**config.mk**
```make
export PLATFORM = sky130hd
export DESIGN_NAME = flash_poll_ctrl
export DESIGN_NICKNAME = d
export VERILOG_FILES = /design/src/rtl/flash_poll_ctrl.sv
export SDC_FILE = /design/constraint.sdc
export NUM_CORES = 1
export LEC_CHECK = 0
export BUFFER_PORTS_ARGS = -buffer_cell sky130_fd_sc_hd__buf_2
export CORE_ASPECT_RATIO = 0.7
export CORE_UTILIZATION = 35
export CTS_BUF_LIST = sky130_fd_sc_hd__clkbuf_2 sky130_fd_sc_hd__clkbuf_4 sky130_fd_sc_hd__clkbuf_8
export DETAILED_ROUTE_END_ITERATION = 8
export GPL_TIMING_DRIVEN = 0
export HOLD_SLACK_MARGIN = 0.12
export SLEW_MARGIN = 10
export SYNTH_ARGS = -nofsm -noshare
export SYNTH_HDL_FRONTEND = slang
export SYNTH_SLANG_ARGS = --single-unit
```
**constraint.sdc**
```tcl
create_clock -name clk -period 5.4 [get_ports clk]
set_clock_uncertainty 0.15 [all_clocks]
set_input_delay 0.27 -clock clk [delete_from_list [all_inputs] [get_ports clk]]
set_output_delay 0.27 -clock clk [all_outputs]
set_load 0.03 [all_outputs]
```
**src/rtl/flash_poll_ctrl.sv**
```systemverilog
module flash_poll_ctrl #(
  parameter int ADDR_W    = 20,
  parameter int MAX_POLLS = 1024
) (
  input  logic              clk,
  input  logic              rst_n,
  input  logic              start,
  input  logic [ADDR_W-1:0] addr,
  input  logic [7:0]        exp_data,
  input  logic              erase_mode,
  output logic              rd_req,
  output logic [ADDR_W-1:0] rd_addr,
  input  logic              rd_valid,
  input  logic [7:0]        rd_data,
  output logic              done,
  output logic              pass,
  output logic              fail
);
  localparam int CNT_W = $clog2(MAX_POLLS + 1);
  localparam logic [CNT_W-1:0] LAST = CNT_W'(MAX_POLLS - 1);

  typedef enum logic [1:0] {S_IDLE, S_POLL, S_RECHK, S_DONE} st_t;

  st_t              st;
  logic [CNT_W-1:0] polls;
  logic [ADDR_W-1:0] addr_q;
  logic             target;
  logic             verdict;
  logic             hit;

  assign hit     = rd_data[7] == target;
  assign rd_req  = (st == S_POLL) || (st == S_RECHK);
  assign rd_addr = addr_q;
  assign done    = st == S_DONE;
  assign pass    = done & verdict;
  assign fail    = done & ~verdict;

  always_ff @(posedge clk) begin
    if (!rst_n) begin
      st      <= S_IDLE;
      polls   <= '0;
      addr_q  <= '0;
      target  <= 1'b0;
      verdict <= 1'b0;
    end else begin
      case (st)
        S_IDLE: if (start) begin
          addr_q <= addr;
          target <= erase_mode | exp_data[7];
          polls  <= '0;
          st     <= S_POLL;
        end
        S_POLL: if (rd_valid) begin
          polls <= polls + 1'b1;
          if (hit) begin
            verdict <= 1'b1;
            st      <= S_DONE;
          end else if (polls == LAST) begin
            verdict <= 1'b0;
            st      <= S_DONE;
          end else if (rd_data[5]) begin
            st <= S_RECHK;
          end
        end
        S_RECHK: if (rd_valid) begin
          verdict <= hit;
          st      <= S_DONE;
        end
        default: st <= S_IDLE;
      endcase
    end
  end

  assert_one_verdict_R9: assert property (@(posedge clk) disable iff (!rst_n)
    done |-> (pass ^ fail));
  assert_quiet_verdict_R9: assert property (@(posedge clk) disable iff (!rst_n)
    !done |-> (!pass && !fail));
  assert_idle_after_done_R9: assert property (@(posedge clk) disable iff (!rst_n)
    done |=> (!done && !rd_req));
  assert_req_held_R2: assert property (@(posedge clk) disable iff (!rst_n)
    (rd_req && !rd_valid) |=> (rd_req && $stable(rd_addr)));
  assert_done_after_read_R9: assert property (@(posedge clk) disable iff (!rst_n)
    $rose(done) |-> $past(rd_valid && rd_req));
endmodule

```
After elaboration in Yosys (flattened, before gate mapping)
Index checks and enable logic that the tools add are counted.
Widths: inputs -> output; s select.

cells by class
  reductions and logical operators = 8
  bitwise operators = 4
  multiplexer cells = 15
  eq/ne operators = 10
  add/sub/neg operators = 1

operators by type and width
  cell                   number
  $mux 11                2
  $pmux 11 s2            1
  $mux 2                 6
  $add 11x1->11 const B  1
  $eq 11x10->1 const B   1
  $reduce_and 4->1       2
  $ne 2x2->1 const B     3
  $pmux 2 s3             1
  $eq 2x2->1 const B     2
  $mux 1                 4
  $ne 4x3->1 const B     1
  $reduce_bool 2->1      2
  $ne 3x2->1 const B     1
  $reduce_and 3->1       1
  $and 1x1->1            2
  $eq 2x1->1 const B     1
  $logic_not 2->1        1
  $pmux 1 s2             1
  $reduce_and 2->1       1
  $eq 1x1->1             1
  $logic_or 1x1->1       1
  $not 1->1              1
  $or 1x1->1             1

word-level totals
  input port bits = 41
  flip-flop bits (word level) = 35

Longest topological paths before layout
Gate-level depths: netlist of the first run.

  word-level depth = 5
  depth in mapped cells = 7
  mapped depth without buffers = 6

Least setup slack after synthesis of the first run
OpenSTA, ideal clock, no wires.

  path kind = reg-to-reg
  from = register st[0]
  to = register polls[9]
  stages on the path, launching flop included = 7
  clock period less this slack = 2.083 ns
  path slack = 3.317 ns
  library setup time = 0.073 ns
  required time = 5.177 ns
  arrival = 1.860 ns
  buffers on the path = 0
  cells stage by stage = dfxtp_1 inv_1 ha_1 mux2i_1 or4_4 or3_1 a21oi_1

between the ends
  longest elaborated chain between the ends = 3

RTL lines
  what                                                              RTL line  RTL
  start: declaration                                                24        st_t st;
  start signal: assignment                                          40        st <= S_IDLE;
  start signal: assignment                                          51        st <= S_POLL;
  start signal: assignment                                          57        st <= S_DONE;
  $eq 2x1->1 / $logic_not 2->1 (equally long branches)              46        case (st)
  $ne 2x2->1 (no line) / $reduce_bool 2->1 (equally long branches)  -
  $reduce_and 3->1 (no line)                                        -
  end signal: assignment                                            54        polls <= polls + 1'b1;
  end: declaration                                                  25        logic [CNT_W-1:0] polls;

Parallel ways exist; a longest one is shown, timed or not.
A chain may end at the register's enable or synchronous reset.

Worst setup path after layout of the first run
  from = register st[1]
  to = register polls[9]

The elaborated chain is that of the path after synthesis.

==> results.yml, run 1 <==
run_status:
  status: "complete, no violations"
pwr:
  cellPowerDensity_nw_per_um2: 384.7
  leakage_nw: 0.9433
  p_total_w: 0.0008535
  ir_drop_mv: 0.1700
layout:
  mostFrequentLayoutCells: "51 x buf_2, 48 x nand2_1, 35 x dfxtp_1, 22 x a21boi_0, 20 x dlygate4sd3_1"
  syn_to_final_growth_pct: 37.66
  antenna_cells: 0
  final_common_cell: "buf_2"
  drive_gt1_frac: 0.2370
  final_nets: 317
critical_path:
  cp-end-kind: "register"
  max_stage_delay_ps: 570
  start_kind: "register"
  worstPathBufferInverterCount: 1
  cp_slowest_cell: "or4_4"
  crit_arrival_ps: 2330
  cp_cell_sequence: "inv_1, ha_1, mux2i_1, or4_4, or3_1, a21oi_1"
  crit_type: "reg2reg"
  worstPathMaxFanout: 6
  crit_family: "simple AND/OR/NAND/NOR gates"
  cp.required_ps: 5460
timing:
  fmax_mhz: 440.1
  finalCriticalPeriod_ps: 2272
  finalSetupTns_ps: 0
  slew_viol_final: 0
  hold_viol: 0
  hold_slack_ps: 193.2
  min_period_over_period: 0.4208
  rsz0062_at_grt: "no"
  worst_slew_margin_rel: 0.5390
  setup_violations: 0
  worst_pin_slew_ps: 686.9
die:
  die_w_um: 83.11
  die_height_um: 58.77
  ios: 65
  core_area_um2: 4379
  start_util: 0.3680
  placementRows: 20
  die_area_um2: 4884
placed_design:
  io_buffers: 50
  dp_hpwl_um: 2608
  gp_congestion: 0.7156
cts:
  cts_buffers: 5
  clockBufferDepth: 2
  cts.sinks: 35
  clk_latency_ps: 280
  path_clk_slew_ps: 70
  clockRootBuffer: "clkbuf_8"
  cts_tree: "built"
  htreeDepth: 2
  post-cts-setup-buffers: 0
detailed_routing:
  drc: 0
  wl_um: 3814
  via_count: 1498
  firstDrtPassIters: 4
  routedWlPerCell_um: 11.74
  ant_nets: 0
  drt_iter0_drc: 33
  via_per_inst: 4.609
global_routing:
  grt_pass1_wl_um: 6423
  grt_pass1_vias: 1444
  antenna_found_initial: 0
  track_usage: 0.1660
  grt_max_degree: 11
  globalRouteOverflowTotal: 0
run:
  max_cap_violations: 0
logic_synthesis:
  ys_warn_count: 0
  synth_area_per_cell_um2: 8.350
  synth_seq_area_share: 0.4348
  syn_nets: 240
  synth-seq-cells: 35
  synthDistinctLibCells: 37
  syn-cell-area_um2: 1612
  synthCells: 193
hold_path:
  hold_path.class: "in2reg"
==> path summary, 6_finish.rpt <==
path | startpoint | end | slack, ps | depth (start not counted)
hold / removal | erase_mode | target | 190 | 3
setup / recovery | st[1] | polls[9] | 3130 | 6
hold reg to reg | rd_addr[8] | rd_addr[8] | 310 | 2
setup reg to reg | st[1] | polls[9] | 3130 | 6
==> synth_stat cells <==
| cell type | number | share of area |
|---|---|---|
| dfxtp_1 | 35 | 0.43 |
| a211o_1 | 1 | 0.0054 |
| nor2_1 | 5 | 0.012 |
| or3_1 | 6 | 0.023 |
| o21ai_0 | 8 | 0.025 |
| xnor2_1 | 3 | 0.016 |
| mux2_2 | 1 | 0.0070 |
| nor3b_1 | 1 | 0.0047 |
| clkbuf_1 | 7 | 0.016 |
| and3_1 | 2 | 0.0078 |
| nand3_1 | 5 | 0.016 |
| xor2_1 | 1 | 0.0054 |
| o41ai_1 | 1 | 0.0054 |
| nand2_1 | 48 | 0.11 |
| or3_2 | 1 | 0.0047 |
| nand4_1 | 1 | 0.0039 |
| or2b_1 | 1 | 0.0047 |
| mux2i_1 | 3 | 0.019 |
| a21oi_1 | 6 | 0.019 |
| and2_2 | 1 | 0.0047 |
| inv_1 | 6 | 0.014 |
| a31oi_1 | 1 | 0.0039 |
| buf_2 | 1 | 0.0031 |
| o311a_1 | 1 | 0.0062 |
| nand2b_1 | 3 | 0.012 |
| a21boi_0 | 22 | 0.10 |
| nand4b_1 | 1 | 0.0054 |
| nor2b_1 | 4 | 0.016 |
| nor4_1 | 1 | 0.0039 |
| nor3_1 | 2 | 0.0062 |
| o21a_1 | 2 | 0.0093 |
| ha_1 | 6 | 0.047 |
| and2_1 | 1 | 0.0039 |
| or2_2 | 2 | 0.0078 |
| o21ai_1 | 1 | 0.0031 |
| o21bai_1 | 1 | 0.0047 |
| or4_4 | 1 | 0.0070 |
==> metal layers <==
layer,track usage,wire (um)
met4,0.05172,29
met3,0.04769,158
met5,0,0
met1,0.2221,1978
met2,0.2623,1648
==> where the power goes <==
part | total, W | internal [W] | switching (W) | leakage (nW)
logic | 0.000341 | 0.000122 | 0.000219 | 0.610
clock network | 0.000188 | 0.000100 | 0.0000877 | 0.0470
registers | 0.000325 | 0.000298 | 0.0000264 | 0.286
total | 0.000853 | 0.000521 | 0.000333 | 0.943
==> cells by family after synthesis <==
logic type               after synthesis  share of synthesized area
buffers and inverters                 14                    0.03338
multiplexers                           4                    0.02562
AND/OR/NAND/NOR                       86                     0.2539
flip-flops                            35                     0.4348
adder cells (fa/ha/maj)                6                    0.04658
XOR/XNOR                               4                    0.02174
AO/OA/AOI/OAI                         44                     0.1840
==> what timing repair did <==
action	4_1_cts	5_1_grt
setup endpoints to repair	0	0
hold endpoints to repair	20	0
hold buffers	20	0
gates resized for setup	0	0
==> worst reg2reg max path: stages, from the launching register on <==
cell and delay (ps):
dfxtp_1 420, inv_1 90, ha_1 260, mux2i_1 210, or4_4 580, or3_1 360, a21oi_1 130
==> metrics by stage <==
step	utilization	cells	instance area, um^2	setup WS (ps)
floorplan	-	193	1612	3317
global placement	0.4409	298	1931	3155
detailed placement	0.4409	298	1931	3144
CTS	0.5066	325	2218	3127
global route	0.5066	325	2218	3005
finish	0.5066	325	2218	3128
==> cell type report <==
type | instances | area, um^2
buffer | 8 | 31.28
clock buffer | 6 | 82.58
clock inverter | 1 | 5.005
fill | 432 | 2161
inverter | 6 | 22.52
multi-input combinational | 144 | 857.1
sequential | 35 | 700.7
tap | 55 | 68.82
timing repair buffer | 70 | 450.4
==> state kept, by name, indices dropped and copies added, names as in the netlist <==
| register | flops |
|---|---|
| rd_addr | 20 |
| polls | 11 |
| target | 1 |
| st | 2 |
| verdict | 1 |
No activity file was read; power rests on OpenSTA's default activity.
==> run 2, diff against run 1 <==
--- a/config.mk
+++ b/config.mk
@@ -5,6 +5,7 @@
 export SDC_FILE = /design/constraint.sdc
 export NUM_CORES = 1
 export LEC_CHECK = 0
+export ABC_AREA = 1
 export BUFFER_PORTS_ARGS = -buffer_cell sky130_fd_sc_hd__buf_2
 export CORE_ASPECT_RATIO = 0.7
 export CORE_UTILIZATION = 35
==> constraint.sdc (replaced) <==
create_clock -name clk -period 2.2 [get_ports clk]
set_clock_uncertainty 0.15 [all_clocks]
set_input_delay 0.11 -clock clk [delete_from_list [all_inputs] [get_ports clk]]
set_output_delay 0.11 -clock clk [all_outputs]
set_load 0.03 [all_outputs]
==> run 2 against run 1 <==
  * Synthesized cell count rose by 13%
  * Cell count rose by 10%
  * Non-clock buffer count rose by 4
  * Sequential share of layout area fell by 0.73 points
  * Clock-buffer cell count did not move
  * Global-route usage rose by 0.68 points
  * Setup slack got worse by 3000 ps
  * Design area rose by 2.4%
  * Flip-flop and latch count did not move
  * Register-to-register slack got worse by 3000 ps
  * Via count rose by 7.3%
==> results.yml, run 2 <==
run_status:
  status: "complete, no violations"
timing:
  fmax_mhz: 485.5
  finalCriticalPeriod_ps: 2060
  rsz0062_at_grt: "no"
  finalSetupTns_ps: 0
  worst_slew_margin_rel: 0.7164
  worst_pin_slew_ps: 425.4
  slew_viol_final: 0
  hold_viol: 0
  min_period_over_period: 0.9363
  setup_violations: 0
layout:
  layout.cells.non_filler: 358
  drive_gt1_frac: 0.2508
  largest_reg_flops: 20
  final_nets: 349
  ff_latch_area_um2: 700.7
  final_cell_area_um2: 2271
  syn_to_final_growth_pct: 41.80
  final_common_cell: "nor2_1"
  fill_cells: 441
  multi_input_area_um2: 794.5
  mostFrequentLayoutCells: "59 x nor2_1, 53 x buf_2, 35 x dfxtp_1, 33 x nand2_1, 25 x dlygate4sd3_1"
  postLayoutCoreUtil: 0.5216
  antenna_cells: 0
cts:
  clk_latency_ps: 290
  clockRootBuffer: "clkbuf_8"
  cts_buffers: 5
  clockBufferDepth: 2
  post-cts-setup-buffers: 0
  cts_tree: "built"
  htreeDepth: 2
  path_clk_slew_ps: 70
  cts.sinks: 35
critical_path:
  worstRegToRegCells: 7
  rr_endpoint: "target"
  r2r_start: "st[0]"
  cp_cell_sequence: "inv_1, ha_1, nand2_1, clkbuf_2, nor3_2, nor2_1, dlygate4sd3_1"
  cp_slowest_cell: "dlygate4sd3_1"
  crit_type: "reg2reg"
  worstPathMaxFanout: 10
  crit_arrival_ps: 2080
  rrSetupSlack_ps: 140
  max_stage_delay_ps: 550
  cp.required_ps: 2220
  start_kind: "register"
  cp-end-kind: "register"
logic_synthesis:
  syn-cell-area_um2: 1602
  synthDistinctLibCells: 23
  ys.flop_type: "dfxtp_1"
  synthTopCellsByArea: "dfxtp_1 44%, nor2_1 14%, nand2_1 7.7%, o21ai_0 7.2%, inv_1 5.2%"
  syn_nets: 266
  synthDominantCellAreaShare: 0.4375
  synthTopCellsByCount: "59 x nor2_1, 35 x dfxtp_1, 33 x nand2_1"
  ys_warn_count: 0
  synth_largest_area_cell: "dfxtp_1"
  synthCells: 219
  ys_async_sr_fraction: 0
  synth_seq_area_share: 0.4375
  synthMostInstantiatedCell: "nor2_1"
  synth-seq-cells: 35
  synth_area_per_cell_um2: 7.313
  synth_edf_count: 0
detailed_routing:
  ant_nets: 0
  via_count: 1608
  wl_met3_um: 134
  routedWlPerCell_um: 10.70
  drc: 0
  drt_iter0_drc: 40
  met1Wirelength_um: 1936
  firstDrtPassIters: 4
  top_layer: "met4"
  via_per_inst: 4.492
  wl_um: 3829
  wl_met2_um: 1710
die:
  core_area_um2: 4354
  start_util: 0.3678
  die_height_um: 58.60
  placementRows: 20
  die_w_um: 82.85
  die_area_um2: 4855
  ios: 65
hold_path:
  holdPathEnd: "verdict"
  hp-start: "rd_data[7]"
  hold_path.class: "in2reg"
  hold_path_depth: 6
placed_design:
  post-place-cells: 325
  placed_area_um2: 1926
  gp_congestion: 0.7201
  io_buffers: 51
  dp_hpwl_um: 2668
global_routing:
  grt_max_degree: 12
  grt_pass1_vias: 1562
  track_usage: 0.1728
  globalRouteOverflowTotal: 0
  antenna_found_initial: 0
  grt_pass1_wl_um: 6630
pwr:
  p_total_w: 0.002447
  ir_drop_mv: 0.5594
  leakage_nw: 1.090
  cellPowerDensity_nw_per_um2: 1077
run:
  max_cap_violations: 0
[run 2: cell count changes after synthesis, moves of 6 or more]
cell / delta
inv_1: +16
or3_1: -6
o21ai_0: +15
nand2_1: -15
a21boi_0: -22
nor2_1: +54
[run 2: how the worst max path moves through the flow]
| stage | startpoint | to | slack, ps | cells after the start |
|---|---|---|---|---|
| after global routing | st[1] | target | 2 | 7 |
| after detailed placement | st[1] | polls[10] | 370 | 8 |
| after floorplan | st[0] | polls[8] | 570 | 8 |
| after CTS | st[1] | target | 30 | 7 |
| final | st[0] | target | 140 | 7 |
| after global placement | st[0] | polls[10] | 390 | 8 |
[run 2: report_power, final]
part	internal, W	total [W]	leakage (nW)	switching (W)
Clock	0.000233	0.000466	0.0446	0.000232
Sequential	0.000776	0.000862	0.287	0.0000857
Combinational	0.000374	0.00112	0.758	0.000745
[run 2: cell type report]
| cell class | count | share of cell area |
|---|---|---|
| flip-flops and latches | 35 | 0.3085 |
| well taps | 55 | 0.03030 |
| plain buffers | 6 | 0.01157 |
| clock buffers | 6 | 0.03361 |
| inverters | 23 | 0.03802 |
| clock inverters | 2 | 0.005510 |
| repair buffers | 76 | 0.2226 |
| multi-input cells | 155 | 0.3499 |
[run 2: metrics by stage]
stage / setup slack (ps) / hold slack, ps
after detailed placement: 371.3 / 212.2
after global routing: 1.606 / 210.0
after floorplan: 572.2 / 95.71
final: 140.2 / 130.0
after global placement: 385.5 / 197.3
after CTS: 27.88 / 121.0
[run 2: cell families (layout without fill, tap and decap cells)]
| kind of cell | Yosys count | in the layout | synth area share |
|---|---|---|---|
| flip-flops | 35 | 35 | 0.4375 |
| adder cells (fa/ha/maj) | 6 | 6 | 0.04687 |
| AND/OR/NAND/NOR | 114 | 114 | 0.3273 |
| AO/OA/AOI/OAI | 34 | 34 | 0.1133 |
| XOR/XNOR | 1 | 1 | 0.005470 |
| buffers and inverters | 29 | 113 | 0.06953 |
[run 2: repair_timing]
action | in CTS | in global routing
endpoints found under the setup margin | 0 | 1
gates resized for setup | 0 | 3
hold endpoints to repair | 24 | 0
hold buffers | 25 | 0
[run 2: critical path, delay by kind of cell (launching register included)]
family | cells | cell delay, ps
adders and majority gates | 1 | 240
and+or+nand+nor | 3 | 330
buffers and inverters | 3 | 870
DFF | 1 | 350
[run 2: routing by layer]
metal | vias to the layer above | global-route usage
met2 | 31 | 0.2939
met1 | 720 | 0.2135
li1 | 852 | -
met4 | 0 | 0.07389
met5 | - | 0
met3 | 5 | 0.04208
